===== config.mk =====
export PLATFORM = sky130hd
export DESIGN_NAME = voq_mwm_sched
export DESIGN_NICKNAME = d
export VERILOG_FILES = /design/src/rtl/voq_mwm_sched.sv
export SDC_FILE = /design/constraint.sdc
export NUM_CORES = 2
export LEC_CHECK = 0
export BUFFER_PORTS_ARGS = -buffer_cell sky130_fd_sc_hd__buf_2
export CORE_ASPECT_RATIO = 0.6
export CORE_MARGIN = 1.5
export CORE_UTILIZATION = 60
export DETAILED_ROUTE_END_ITERATION = 16
export HOLD_SLACK_MARGIN = 0.12
export PLACE_DENSITY = 0.79
export SLEW_MARGIN = 15
export SYNTH_ARGS = -nofsm -noshare
export SYNTH_HDL_FRONTEND = slang
export SYNTH_SLANG_ARGS = --single-unit

===== constraint.sdc =====
create_clock -name clk -period 50.4 [get_ports clk]
set_input_delay 7.56 -clock clk [delete_from_list [all_inputs] [get_ports clk]]
set_output_delay 7.56 -clock clk [all_outputs]
set_load 0.02 [all_outputs]

===== src/rtl/voq_mwm_sched.sv =====
module voq_mwm_sched #(
  parameter int N = 4,
  parameter int CNT_W = 8,
  localparam int IW = $clog2(N),
  localparam int SUM_W = CNT_W + $clog2(N),
  localparam int DECISION_LAT = 1
) (
  input  logic               clk,
  input  logic               rst_n,
  input  logic               mode,
  input  logic [N*N-1:0]     arr,
  output logic [N-1:0]       grant_valid,
  output logic [N*IW-1:0]    grant_port,
  output logic [SUM_W-1:0]   match_weight
);

  function automatic int fact(input int n);
    int r = 1;
    for (int i = 2; i <= n; i++) r = r * i;
    return r;
  endfunction

  function automatic logic [N*IW-1:0] perm_of(input int k);
    logic [N-1:0] used;
    logic [N*IW-1:0] r;
    int rem, f, sel, cnt;
    used = '0;
    r = '0;
    rem = k;
    for (int i = 0; i < N; i++) begin
      f = fact(N - 1 - i);
      sel = rem / f;
      rem = rem % f;
      cnt = 0;
      for (int j = 0; j < N; j++) begin
        if (!used[j]) begin
          if (cnt == sel) begin
            r[i*IW +: IW] = IW'(j);
            used[j] = 1'b1;
          end
          cnt++;
        end
      end
    end
    return r;
  endfunction

  localparam int NPERM = fact(N);
  localparam int PW = (NPERM > 1) ? $clog2(NPERM) : 1;
  localparam logic [CNT_W-1:0] CMAX = {CNT_W{1'b1}};

  logic [N*N-1:0][CNT_W-1:0] occ_q, age_q;
  logic [CNT_W-1:0] occ_n [N*N];
  logic [CNT_W-1:0] age_n [N*N];
  logic [CNT_W-1:0] w_n [N*N];
  logic [N-1:0]     gv_q, gv_n;
  logic [N*IW-1:0]  gp_q, gp_n;
  logic [SUM_W-1:0] mw_q;

  always_comb begin
    for (int idx = 0; idx < N*N; idx++) begin
      logic dep;
      dep = gv_q[idx / N] && (gp_q[(idx / N)*IW +: IW] == IW'(idx % N));
      occ_n[idx] = occ_q[idx];
      if (arr[idx] && !dep) begin
        if (occ_q[idx] != CMAX) occ_n[idx] = occ_q[idx] + CNT_W'(1);
      end else if (!arr[idx] && dep) begin
        occ_n[idx] = occ_q[idx] - CNT_W'(1);
      end
      if (occ_n[idx] == '0)        age_n[idx] = '0;
      else if (dep)                age_n[idx] = CNT_W'(1);
      else if (age_q[idx] == CMAX) age_n[idx] = CMAX;
      else                         age_n[idx] = age_q[idx] + CNT_W'(1);
      w_n[idx] = mode ? age_n[idx] : occ_n[idx];
    end
  end

  logic [SUM_W-1:0]  psum [NPERM];
  logic [N*IW-1:0]   pmap [NPERM];

  for (genvar k = 0; k < NPERM; k++) begin : g_perm
    localparam logic [N*IW-1:0] MAP = perm_of(k);
    logic [SUM_W-1:0] s;
    always_comb begin
      s = '0;
      for (int i = 0; i < N; i++)
        s = s + SUM_W'(w_n[i*N + int'(MAP[i*IW +: IW])]);
    end
    assign psum[k] = s;
    assign pmap[k] = MAP;
  end

  logic [PW-1:0]    best;
  logic [SUM_W-1:0] bsum;

  always_comb begin
    best = '0;
    bsum = psum[0];
    for (int k = 1; k < NPERM; k++) begin
      if (psum[k] > bsum) begin
        best = PW'(k);
        bsum = psum[k];
      end
    end
  end

  always_comb begin
    for (int i = 0; i < N; i++) begin
      logic [IW-1:0] j;
      j = pmap[best][i*IW +: IW];
      gv_n[i] = (w_n[i*N + int'(j)] != '0);
      gp_n[i*IW +: IW] = gv_n[i] ? j : '0;
    end
  end

  always_ff @(posedge clk or negedge rst_n) begin
    if (!rst_n) begin
      occ_q <= '0;
      age_q <= '0;
      gv_q  <= '0;
      gp_q  <= '0;
      mw_q  <= '0;
    end else begin
      for (int idx = 0; idx < N*N; idx++) begin
        occ_q[idx] <= occ_n[idx];
        age_q[idx] <= age_n[idx];
      end
      gv_q <= gv_n;
      gp_q <= gp_n;
      mw_q <= bsum;
    end
  end

  assign grant_valid  = gv_q;
  assign grant_port   = gp_q;
  assign match_weight = mw_q;

endmodule


==> impl_metrics.csv <==
group,metric,value,unit
status,status,"finished, violations left",
status,failed_checks,"negative setup slack",
synthesis,syn_inst,5227,
sta,hold_viol,0,
worst_hold_path,hold_path.class,"flop to flop",
floorplan,die_x,346.4,um
floorplan,initial_utilization,0.6071,
floorplan,num_rows,75,
worst_setup_path,cp-startpoint,"arr[0]",
worst_setup_path,r2r_end,"grant_valid[1]$_DFF_PN0_",
worst_hold_path,min_from,"age_q[16]$_DFF_PN0_",
global_routing,grt_pass1_vias,44980,
synthesis,synth_area_leader_cell,"dfrtp_1",
route,via_count,47700,
floorplan,die_y,209.0,um
worst_setup_path,required,50.90,ns
route,drt_pass1_iterations,12,
layout,layout-drive-gt1-share,0.2934,
synthesis,synth_top_area_share,0.1639,
placement,port_buffers,40,
sta,fmax,17.61,MHz
worst_setup_path,arrival,57.27,ns
floorplan,coreArea,0.06991,mm^2
route,wire_per_inst,24.09,um
worst_setup_path,path_common_cell,"ha_1",
route,postRouteWirelength,176800,um
sta,rsz0062_at_grt,"true",
clock_tree,cts_max_level,1,
placement,dp.cells,7047,
clock_tree,root_buffer,"clkbuf_16",
global_routing,grt_overflow,0,
synthesis,yosys_warnings,0,
worst_setup_path,crit_family,"compound AO/OA/AOI/OAI gates",
layout,layout_common_cells,"buf_4 (1128), inv_1 (733), ha_1 (499)",
route,drc,0,
sta,clock_skew,0.03171,ns
worst_setup_path,reg2reg_depth,273,
worst_setup_path,cp-start-kind,"input pin",
worst_setup_path,max_stage_delay,0.55,ns
placement,place_congestion,1.086,
worst_hold_path,min_to,"age_q[16]$_DFF_PN0_",
floorplan,ios,41,
global_routing,grt_pass1_wl,258900,um
synthesis,yosysSeqAreaShare,0.1639,
clock_tree,hold_buffers,0,
clock_tree,clock_sinks,278,
global_routing,grt_max_degree,140,
layout,fin_cells,7340,
floorplan,die-area,0.07239,mm^2
synthesis,synthesis.area,0.04244,mm^2
synthesis,syn_nets,6029,
worst_setup_path,cp-end-kind,"flop",
layout,fin_nets,7198,
synthesis,async_reset_ff_frac,1.000,
sta,layout_setup_ws,-6.373,ns
worst_setup_path,cp_num_buf_inv,40,
clock_tree,cts_inserted_buffers,26,
clock_tree,path_clk_slew,0.10,ns
global_routing,grtUsageTotal,0.4600,
synthesis,synth_seq_cells,278,
synthesis,avgSynthCellArea,8.120,um^2
sta,slew_violations,0,
global_routing,antenna_found_initial,5,
route,via_per_inst,6.499,
sta,final.period_utilization,1.126,
layout,layout_commonest_cell,"buf_4",
worst_setup_path,slowest_stage,"or4_4",
synthesis,synth_cell_types,93,
placement,place_hpwl,129400,um
clock_tree,clockBufferDepth,3,
layout,nFillCells,4271,
synthesis,synth_area_leaders,"dfrtp_1 (16%), ha_1 (16%), fa_1 (11%), inv_1 (6.7%), xnor2_1 (5.2%)",
sta,tightest_slew,1.123,ns
layout,areaGrowthSynthToFinish,33.48,%
sta,setup_viol,22,
synthesis,dominantRegCellSynth,"dfrtp_1",
flow_run,drv_cap,0,
route,drt.antenna.violating_nets,0,
worst_setup_path,critPathKind,"input pin to flop",
worst_hold_path,hold_depth,1,
worst_setup_path,r2r_start,"grant_valid[1]$_DFF_PN0_",
sta,post-route-min-period,56.77,ns
synthesis,synth_edf_count,0,
worst_setup_path,r2r_setup_slack,-0.60,ns
clock_tree,clock_latency,0.61,ns
clock_tree,cts_tree,"built",
sta,slew_headroom,0.2459,
worst_setup_path,crit_fanout,10,
route,first_iter_violations,6931,
[per-layer routing]
metal  wire (um)  track usage  share of wire
met2       70660       0.6516           0.40
met1       68420       0.6323           0.39
met5         267     0.008558         0.0015
met4        9628       0.1755          0.054
met3       27860       0.1726           0.16
[flip-flops by register name (all words and copies together) (netlist names)]
name and count:
grant_valid 4, grant_port 8, occ_q 128, age_q 128
match_weight 10
[area by class of cell]
cell class | instances | area [um^2] | share of cell area
antenna | 5 | 12.51 | 0.0002209
clock buffer | 33 | 706.9 | 0.01248
clock inverter | 10 | 102.6 | 0.001811
inverter | 758 | 2859 | 0.05047
multi-input combinational | 4107 | 35400 | 0.6249
sequential | 278 | 6957 | 0.1228
tap | 924 | 1156 | 0.02041
timing repair buffer | 1225 | 9455 | 0.1669
[logic make-up (layout without fill, tap and decap cells)]
group,Yosys count,count (layout),synth area share
muxes,187,187,0.04655
xor gates and xnor gates,344,344,0.07099
buffers and inverters,844,2026,0.07468
and+or+nand+nor,1433,1434,0.1686
other,0,5,0
adders and majority gates,787,787,0.2721
DFF,278,278,0.1639
AOI/OAI and AO/OA,1354,1355,0.2032
[timing repair]
item                                   in CTS  in global routing
gates resized for setup                   350                156
setup endpoints to repair                  22                 22
setup buffers                             183                 65
pin swaps                                 257                167
cloned                                      7                  0
endpoints found under the hold margin       0                  0
[cells in the mapped netlist (10+ instances only)]
| cell | n |
|---|---|
| or4_1 | 22 |
| a21oi_1 | 418 |
| nor3_1 | 116 |
| nand2b_1 | 54 |
| nand3_1 | 181 |
| o21ai_0 | 279 |
| a211o_1 | 13 |
| and2_1 | 30 |
| and3_1 | 87 |
| o31ai_1 | 16 |
| mux2i_1 | 111 |
| o22ai_1 | 20 |
| clkbuf_1 | 75 |
| nor2_1 | 338 |
| a31o_2 | 16 |
| nand2_1 | 310 |
| a31oi_1 | 67 |
| nor2b_1 | 59 |
| o21a_1 | 35 |
| o211ai_1 | 28 |
| and4_1 | 12 |
| o21bai_1 | 124 |
| nor3b_1 | 11 |
| a221oi_1 | 12 |
| a41oi_1 | 11 |
| or3_1 | 32 |
| or2_2 | 40 |
| xor2_1 | 94 |
| a21o_1 | 132 |
| a22oi_1 | 17 |
| nand3b_1 | 15 |
| buf_1 | 10 |
| mux2_2 | 73 |
| dfrtp_1 | 278 |
| ha_1 | 555 |
| xnor2_1 | 250 |
| inv_1 | 758 |
| nor4_1 | 36 |
| fa_1 | 228 |
| a211oi_1 | 39 |
| a21boi_0 | 14 |
| nand4_1 | 56 |
| o211a_1 | 10 |
[how the worst max path moves through the flow]
stage,slack [ns],cells after the start,endpoint
global placement,-4.55,276,grant_valid[2]$_DFF_PN0_
floorplan,-3.81,289,grant_valid[1]$_DFF_PN0_
finish,-6.37,271,grant_valid[1]$_DFF_PN0_
detailed placement,-5.83,282,grant_valid[3]$_DFF_PN0_
global route,-7.97,283,grant_valid[2]$_DFF_PN0_
CTS,-3.04,264,grant_valid[3]$_DFF_PN0_
[per-stage QoR]
stage	hold WS, ns	setup slack (ns)	util	TNS [ns]	area, um^2
2_1_floorplan	0.4622	-3.811	-	-67.79	43620
3_3_place_gp	0.5009	-4.547	0.7371	-85.11	51530
3_5_place_dp	0.5056	-5.827	0.7371	-111.87	51530
4_1_cts	0.5200	-3.037	0.7921	-52.99	55380
5_1_grt	0.5629	-7.974	0.8101	-160.85	56640
6_report	0.5333	-6.373	0.8103	-125.73	56650
Power is left out: the tool's default activity adds up to more than one toggle a clock period on the data nets, which glitch-free logic cannot reach.
